===== config.mk =====
export PLATFORM = sky130hd
export DESIGN_NAME = i2c_regfile_slave
export DESIGN_NICKNAME = d
export VERILOG_FILES = /design/src/rtl/i2cs_pkg.sv /design/src/rtl/i2cs_line_sync.sv /design/src/rtl/i2cs_regbank.sv /design/src/rtl/i2cs_bus_fsm.sv /design/src/rtl/i2c_regfile_slave.sv
export SDC_FILE = /design/constraint.sdc
export NUM_CORES = 1
export LEC_CHECK = 0
export BUFFER_PORTS_ARGS = -buffer_cell sky130_fd_sc_hd__buf_2
export CORE_AREA = 4 4 260 262
export CTS_BUF_LIST = sky130_fd_sc_hd__clkbuf_8 sky130_fd_sc_hd__clkbuf_16
export DETAILED_ROUTE_END_ITERATION = 12
export DIE_AREA = 0 0 264 266
export GPL_TIMING_DRIVEN = 0
export PLACE_DENSITY = 0.62
export SYNTH_ARGS = -nofsm -noshare
export SYNTH_HDL_FRONTEND = slang
export SYNTH_SLANG_ARGS = --single-unit
export TNS_END_PERCENT = 100

===== constraint.sdc =====
create_clock -name clk -period 6.8 [get_ports clk]
set_clock_uncertainty 0.05 [all_clocks]
set_input_delay 1.36 -clock clk [delete_from_list [all_inputs] [get_ports clk]]
set_output_delay 1.36 -clock clk [all_outputs]
set_load 0.05 [all_outputs]

===== src/rtl/i2cs_pkg.sv =====
package i2cs_pkg;

    localparam logic [6:0] OWN_ADDR_DEFAULT = 7'b0110100;

    typedef enum logic [2:0] {
        ST_IDLE,
        ST_ADDR,
        ST_ADDR_ACK,
        ST_WR_BYTE,
        ST_WR_ACK,
        ST_RD_BYTE,
        ST_RD_ACK,
        ST_WAIT
    } bus_state_e;

    typedef struct packed {
        logic start;
        logic stop;
        logic scl_rise;
        logic scl_fall;
        logic sda;
    } bus_evt_t;

    function automatic logic addr_hit(input logic [7:0] frame, input logic [6:0] own);
        return frame[7:1] == own;
    endfunction

endpackage


===== src/rtl/i2cs_line_sync.sv =====
module i2cs_line_sync
    import i2cs_pkg::*;
#(
    parameter int STAGES = 2
) (
    input  logic     clk,
    input  logic     rst,
    input  logic     scl_i,
    input  logic     sda_i,
    output bus_evt_t evt
);
    // [STAGES-1] is the synchronized level, [STAGES] the level one cycle earlier
    logic [STAGES:0] scl_q;
    logic [STAGES:0] sda_q;

    always_ff @(posedge clk) begin
        if (rst) begin
            scl_q <= '1;
            sda_q <= '1;
        end else begin
            scl_q <= {scl_q[STAGES-1:0], scl_i};
            sda_q <= {sda_q[STAGES-1:0], sda_i};
        end
    end

    logic scl_now, scl_prev, sda_now, sda_prev;
    assign scl_now  = scl_q[STAGES-1];
    assign scl_prev = scl_q[STAGES];
    assign sda_now  = sda_q[STAGES-1];
    assign sda_prev = sda_q[STAGES];

    always_comb begin
        evt.start    = scl_now && scl_prev && sda_prev && !sda_now;
        evt.stop     = scl_now && scl_prev && !sda_prev && sda_now;
        evt.scl_rise = scl_now && !scl_prev;
        evt.scl_fall = !scl_now && scl_prev;
        evt.sda      = sda_now;
    end

endmodule


===== src/rtl/i2cs_regbank.sv =====
module i2cs_regbank #(
    parameter int         DEPTH      = 64,
    parameter int         PTR_W      = 6,
    parameter logic [6:0] ADDR_RESET = 7'h34
) (
    input  logic             clk,
    input  logic             rst,
    input  logic [PTR_W-1:0] rd_ptr,
    output logic [7:0]       rd_data,
    input  logic             we,
    input  logic [PTR_W-1:0] wr_ptr,
    input  logic [7:0]       wr_data,
    input  logic             commit,
    output logic [6:0]       own_addr
);
    localparam int RSV = DEPTH - 1;

    logic [7:0] cells [DEPTH];
    logic [6:0] own_q;
    logic [6:0] pend_q;
    logic       pend_v;

    always_ff @(posedge clk) begin
        if (rst) begin
            for (int i = 0; i < DEPTH; i++) cells[i] <= '0;
        end else if (we && wr_ptr != PTR_W'(RSV)) begin
            cells[wr_ptr] <= wr_data;
        end
    end

    always_ff @(posedge clk) begin
        if (rst) begin
            own_q  <= ADDR_RESET;
            pend_q <= '0;
            pend_v <= 1'b0;
        end else begin
            if (commit && pend_v) begin
                own_q  <= pend_q;
                pend_v <= 1'b0;
            end
            if (we && wr_ptr == PTR_W'(RSV)) begin
                pend_q <= wr_data[6:0];
                pend_v <= 1'b1;
            end
        end
    end

    assign rd_data  = (rd_ptr == PTR_W'(RSV)) ? {1'b0, own_q} : cells[rd_ptr];
    assign own_addr = own_q;

endmodule


===== src/rtl/i2cs_bus_fsm.sv =====
module i2cs_bus_fsm
    import i2cs_pkg::*;
#(
    parameter int PTR_W = 6
) (
    input  logic             clk,
    input  logic             rst,
    input  bus_evt_t         evt,
    input  logic [6:0]       own_addr,
    input  logic [7:0]       rd_data,
    output logic [PTR_W-1:0] ptr,
    output logic             we,
    output logic [PTR_W-1:0] wr_ptr,
    output logic [7:0]       wr_data,
    output logic             commit,
    output logic             sda_oe
);
    bus_state_e       state_q;
    logic [3:0]       cnt_q;
    logic [7:0]       rx_q;
    logic [7:0]       tx_q;
    logic [PTR_W-1:0] ptr_q;
    logic [PTR_W-1:0] wptr_q;
    logic [7:0]       wdat_q;
    logic             rw_q, first_q, nak_q, oe_q, we_q;

    always_ff @(posedge clk) begin
        if (rst) begin
            state_q <= ST_IDLE;
            cnt_q   <= '0;
            rx_q    <= '0;
            tx_q    <= '0;
            ptr_q   <= '0;
            wptr_q  <= '0;
            wdat_q  <= '0;
            rw_q    <= 1'b0;
            first_q <= 1'b0;
            nak_q   <= 1'b0;
            oe_q    <= 1'b0;
            we_q    <= 1'b0;
        end else begin
            we_q <= 1'b0;
            if (evt.stop) begin
                state_q <= ST_IDLE;
                oe_q    <= 1'b0;
                cnt_q   <= '0;
            end else if (evt.start) begin
                state_q <= ST_ADDR;
                oe_q    <= 1'b0;
                cnt_q   <= '0;
            end else begin
                case (state_q)
                    ST_ADDR, ST_WR_BYTE: begin
                        if (evt.scl_rise) begin
                            rx_q  <= {rx_q[6:0], evt.sda};
                            cnt_q <= cnt_q + 4'd1;
                        end else if (evt.scl_fall && cnt_q == 4'd8) begin
                            cnt_q <= '0;
                            if (state_q == ST_ADDR) begin
                                if (addr_hit(rx_q, own_addr)) begin
                                    oe_q    <= 1'b1;
                                    rw_q    <= rx_q[0];
                                    state_q <= ST_ADDR_ACK;
                                end else begin
                                    state_q <= ST_WAIT;
                                end
                            end else begin
                                oe_q    <= 1'b1;
                                state_q <= ST_WR_ACK;
                                if (first_q) begin
                                    ptr_q   <= rx_q[PTR_W-1:0];
                                    first_q <= 1'b0;
                                end else begin
                                    we_q   <= 1'b1;
                                    wptr_q <= ptr_q;
                                    wdat_q <= rx_q;
                                    ptr_q  <= ptr_q + PTR_W'(1);
                                end
                            end
                        end
                    end
                    ST_ADDR_ACK: begin
                        if (evt.scl_fall) begin
                            cnt_q <= '0;
                            if (rw_q) begin
                                tx_q    <= rd_data;
                                oe_q    <= ~rd_data[7];
                                ptr_q   <= ptr_q + PTR_W'(1);
                                state_q <= ST_RD_BYTE;
                            end else begin
                                oe_q    <= 1'b0;
                                first_q <= 1'b1;
                                state_q <= ST_WR_BYTE;
                            end
                        end
                    end
                    ST_WR_ACK: begin
                        if (evt.scl_fall) begin
                            oe_q    <= 1'b0;
                            state_q <= ST_WR_BYTE;
                        end
                    end
                    ST_RD_BYTE: begin
                        if (evt.scl_rise) begin
                            cnt_q <= cnt_q + 4'd1;
                        end else if (evt.scl_fall) begin
                            if (cnt_q == 4'd8) begin
                                oe_q    <= 1'b0;
                                cnt_q   <= '0;
                                state_q <= ST_RD_ACK;
                            end else begin
                                oe_q <= ~tx_q[6];
                                tx_q <= {tx_q[6:0], 1'b0};
                            end
                        end
                    end
                    ST_RD_ACK: begin
                        if (evt.scl_rise) begin
                            nak_q <= evt.sda;
                        end else if (evt.scl_fall) begin
                            if (nak_q) begin
                                state_q <= ST_WAIT;
                            end else begin
                                tx_q    <= rd_data;
                                oe_q    <= ~rd_data[7];
                                ptr_q   <= ptr_q + PTR_W'(1);
                                state_q <= ST_RD_BYTE;
                            end
                        end
                    end
                    default: ;
                endcase
            end
        end
    end

    assign ptr     = ptr_q;
    assign we      = we_q;
    assign wr_ptr  = wptr_q;
    assign wr_data = wdat_q;
    assign commit  = evt.stop;
    assign sda_oe  = oe_q;

endmodule


===== src/rtl/i2c_regfile_slave.sv =====
module i2c_regfile_slave
    import i2cs_pkg::*;
#(
    parameter int         DEPTH       = 64,
    parameter int         SYNC_STAGES = 2,
    parameter logic [6:0] ADDR_RESET  = OWN_ADDR_DEFAULT
) (
    input  logic clk,
    input  logic rst,
    input  logic scl_i,
    input  logic sda_i,
    output logic sda_oe
);
    localparam int PTR_W = $clog2(DEPTH);

    bus_evt_t         evt;
    logic [6:0]       own_addr;
    logic [7:0]       rd_data;
    logic [PTR_W-1:0] ptr;
    logic             we;
    logic [PTR_W-1:0] wr_ptr;
    logic [7:0]       wr_data;
    logic             commit;

    i2cs_line_sync #(.STAGES(SYNC_STAGES)) u_sync (
        .clk   (clk),
        .rst   (rst),
        .scl_i (scl_i),
        .sda_i (sda_i),
        .evt   (evt)
    );

    i2cs_bus_fsm #(.PTR_W(PTR_W)) u_fsm (
        .clk      (clk),
        .rst      (rst),
        .evt      (evt),
        .own_addr (own_addr),
        .rd_data  (rd_data),
        .ptr      (ptr),
        .we       (we),
        .wr_ptr   (wr_ptr),
        .wr_data  (wr_data),
        .commit   (commit),
        .sda_oe   (sda_oe)
    );

    i2cs_regbank #(.DEPTH(DEPTH), .PTR_W(PTR_W), .ADDR_RESET(ADDR_RESET)) u_bank (
        .clk      (clk),
        .rst      (rst),
        .rd_ptr   (ptr),
        .rd_data  (rd_data),
        .we       (we),
        .wr_ptr   (wr_ptr),
        .wr_data  (wr_data),
        .commit   (commit),
        .own_addr (own_addr)
    );

endmodule


==> results.md <==
* Fin cells at between 2,000 and 3,000
* Grt ovf at 0
* Max Fclk at 250.1 MHz
* Sum Neg Setup Slack at 0 ns
* # DRC at 0
* Worst Setup End Kind: flip-flop
* Slowest stage cell, crit path: nor2_1
* Outcome: finished, final reports clean
* Fin. Hold Viols at 0
* Via density at about 5.9
* Initial antenna violation count at 3
* HP Start: u_sync.sda_q[0]
* Post-CTS Resized at 0
* CTS tree: yes
* Worst-path fanout max at 9
* WS Path Type: input port to flip-flop
* Pre-antenna DRT Iters at 5
* CTS sink count at 586
* Most Frequent Cell on Critical Path: nor2_1
* Die area at between 70,000 and 80,000 µm²
* Min-delay worst type: flip-flop to flip-flop
* Sequential area share after synthesis at slightly above 60%
* Critical Path RT at 7.03 ns
* #FFs+latches synth at 586
* Post-synth ARST share at 0%
* Global-route wire length before repair at approximately 120,000 µm
* Fin crit period at 3.998 ns
* Number of CTS-inserted buffers at between 60 and 70
* Clk slew on worst S/H paths at roughly 0.06 ns
* Finish-stage setup viols at 0
* Clock Path Buffers at 3
* Vias in the first global route at around 17,000
* Chip height at 266 µm
* Cells after Synth at between 1,500 and 2,000
* RePlAce Congestion at around 1.0
* Syn Std Cell Area at 27,260 µm²
* Final Cycle Share at 58.79%
* Maximum number of pins on one net before global-route repair at 14
* Setup bufs post-CTS at 0
* Count of input and output buffers at 4
* Syn-to-layout area delta at 12.08%
* Top delay family on crit path: simple AND/OR/NAND/NOR gates
* YS warnings at 0
* Syn Area/Cell at around 14 µm²
* Starting Density at about two fifths
* Worst skew pair latency at about 0.61 ns
* Primary FF master, synth: edfxtp_1
* Io pins at 5
* Post-Place Cells at 2,858
* GRT Total Usage at 24.46%
* CP peak stage delay at 0.98 ns
* WL/cell at slightly below 30 µm
* Remaining antenna violation count after routing at 0
* Yosys cell types at 59
* Number of max-cap violations at 0
* Vias at ~17,000
* # rows at 94
* VDD IR max at around 0.17 mV
* # hold bufs at CTS at 0
* Pwr/cell area at roughly 260 nW/µm²
* Drt initial violations at 2,056
* # fillers at 5,837
* Least-Margin Pin Slew at roughly 1.3 ns
* Crit start category: input port
* CP Buf/Inv Count at 1
* Worst-path cell chain: buf_2 -> nor2_1 -> nand3_1 -> nor2_1 -> or2_2
* CTS H-tree lvls at 3
* Die Span X at between 200 and 300 µm
* Root buf cell: clkbuf_16
* Hpwl dp at 59,810 µm
* Leak at 10.61 nW
* Slew Limit Fails at 0
* Layout cell share with drive strength beyond 1 at 15.24%
* Relative slew slack at around 11%
* Worst EP arrival at 4.22 ns
* Final wirelength at 87,270 µm
* Critical Path Source: rst
* Fin nets at 2,069
* RSZ-0062 raised after global routing: no
* Core ar. at around 65,000 µm²
* EDFF count, synth at about 510
[worst register-to-register path: cells and delay by family, from the launching register on]
family | cells | cell delay (ns)
AND/OR/NAND/NOR | 4 | 1.23
flip-flops | 1 | 0.67
AO/OA/AOI/OAI | 2 | 0.64
buffers and inverters | 2 | 1.22
[power by group]
part	internal, mW	switching (mW)
sequential	4.02	0.0356
combinational	0.0673	0.145
clock	2.11	1.46
total	6.19	1.64
[layout make-up]
| class | instances | area (µm²) | share of cell area (%) |
|---|---|---|---|
| Antenna cell | 1 | 2.502 | 0.008191 |
| Inverter | 11 | 41.29 | 0.1352 |
| Timing Repair Buffer | 4 | 20.02 | 0.06553 |
| Sequential cell | 586 | 16860 | 55.17 |
| Clock buffer | 76 | 1868 | 6.115 |
| Clock inverter | 43 | 285.3 | 0.9338 |
| Tap cell | 864 | 1081 | 3.539 |
| Buffer | 141 | 641.9 | 2.101 |
| Multi-Input combinational cell | 1252 | 9754 | 31.93 |
[stage by stage]
| step | power (mW) | utilization (%) | setup WS, ns | hold slack, ns | area, µm² |
|---|---|---|---|---|---|
| after detailed placement | 4.337 | 43.41 | 2.345 | 0.3428 | 28390 |
| after global placement | 4.328 | 43.41 | 2.351 | 0.3442 | 28380 |
| after floorplan | 4.239 | - | 3.851 | 0.3395 | 27280 |
| after CTS | 7.851 | 46.71 | 2.967 | 0.3555 | 30540 |
| final | 7.829 | 46.72 | 2.802 | 0.3553 | 30550 |
| after global routing | 8.018 | 46.71 | 2.797 | 0.3699 | 30550 |
[cells in the mapped netlist (6+ instances only)]
cell type	n	share of area (%)
nand2b_1	21	0.48
nor3_1	16	0.29
nand2_1	45	0.62
nor2_1	129	1.8
a21oi_1	33	0.61
dfxtp_1	74	5.4
or2_2	71	1.6
nor2b_1	28	0.64
mux2i_1	97	3.6
nand3b_1	6	0.17
inv_1	11	0.15
and2_1	507	12
a22oi_1	19	0.52
o211ai_1	6	0.17
mux4_2	101	8.3
clkbuf_1	99	1.4
buf_4	10	0.28
mux2_2	10	0.41
o21ai_0	28	0.51
or3_1	6	0.14
buf_2	20	0.37
nand3_1	20	0.37
a211oi_1	13	0.36
mux4_1	11	1.1
edfxtp_1	512	56
[path summary, 6_finish.rpt]
| path | to | slack (ns) | cells past startpoint |
|---|---|---|---|
| worst max-delay path | u_bank.cells[22][6] | 2.80 | 5 |
| worst min-delay path | u_sync.sda_q[1] | 0.36 | 1 |
| worst max register to register | u_fsm.sda_oe | 2.93 | 8 |
| worst min register to register | u_sync.sda_q[1] | 0.36 | 1 |
[metal layers]
metal	global-route usage, %	part of all wire (%)	routed length [µm]	up-vias
met4	10.09	4.7	4141	0
li1	-	-	-	7368
met3	5.901	9.0	7897	211
met5	0	0	0	-
met2	38.55	46	40080	908
met1	32.87	40	35150	8979
[state kept, by name, indices dropped and copies added, names as in the netlist, 6 cells and up, named ones only]
name / cells
u_bank.pend_q: 7
u_fsm.wr_ptr: 6
u_bank.cells: 512
u_fsm.wr_data: 8
u_fsm.ptr: 6
u_bank.own_addr: 7
u_fsm.rx_q: 8
u_fsm.tx_q: 7
[cells in the final DEF (no fill, tap or decap), drive strengths merged, types with 13 or more instances in the layout]
cell / count
edfxtp: 512
and2: 507
clkbuf: 176
nor2: 129
mux4: 112
mux2i: 97
dfxtp: 74
or2: 71
nand2: 45
buf: 45
a21oi: 33
clkinv: 29
nor2b: 28
o21ai: 28
inv: 21
nand2b: 21
nand3: 20
a22oi: 19
nor3: 17
a211oi: 13
[cell families (layout without fill, tap and decap cells)]
logic type / after synthesis / in the layout / share of synthesized area, %
fa+ha+maj: 3 / 3 / 0.1377
flops: 586 / 586 / 61.84
simple gates: 870 / 870 / 18.32
xor+xnor: 10 / 10 / 0.3213
compound gates: 142 / 142 / 3.484
other cells: 1 / 9 / 0.01376
buf+inv: 152 / 275 / 2.506
mux: 219 / 219 / 13.38
Note: power is estimated with default switching activity, not from simulation.
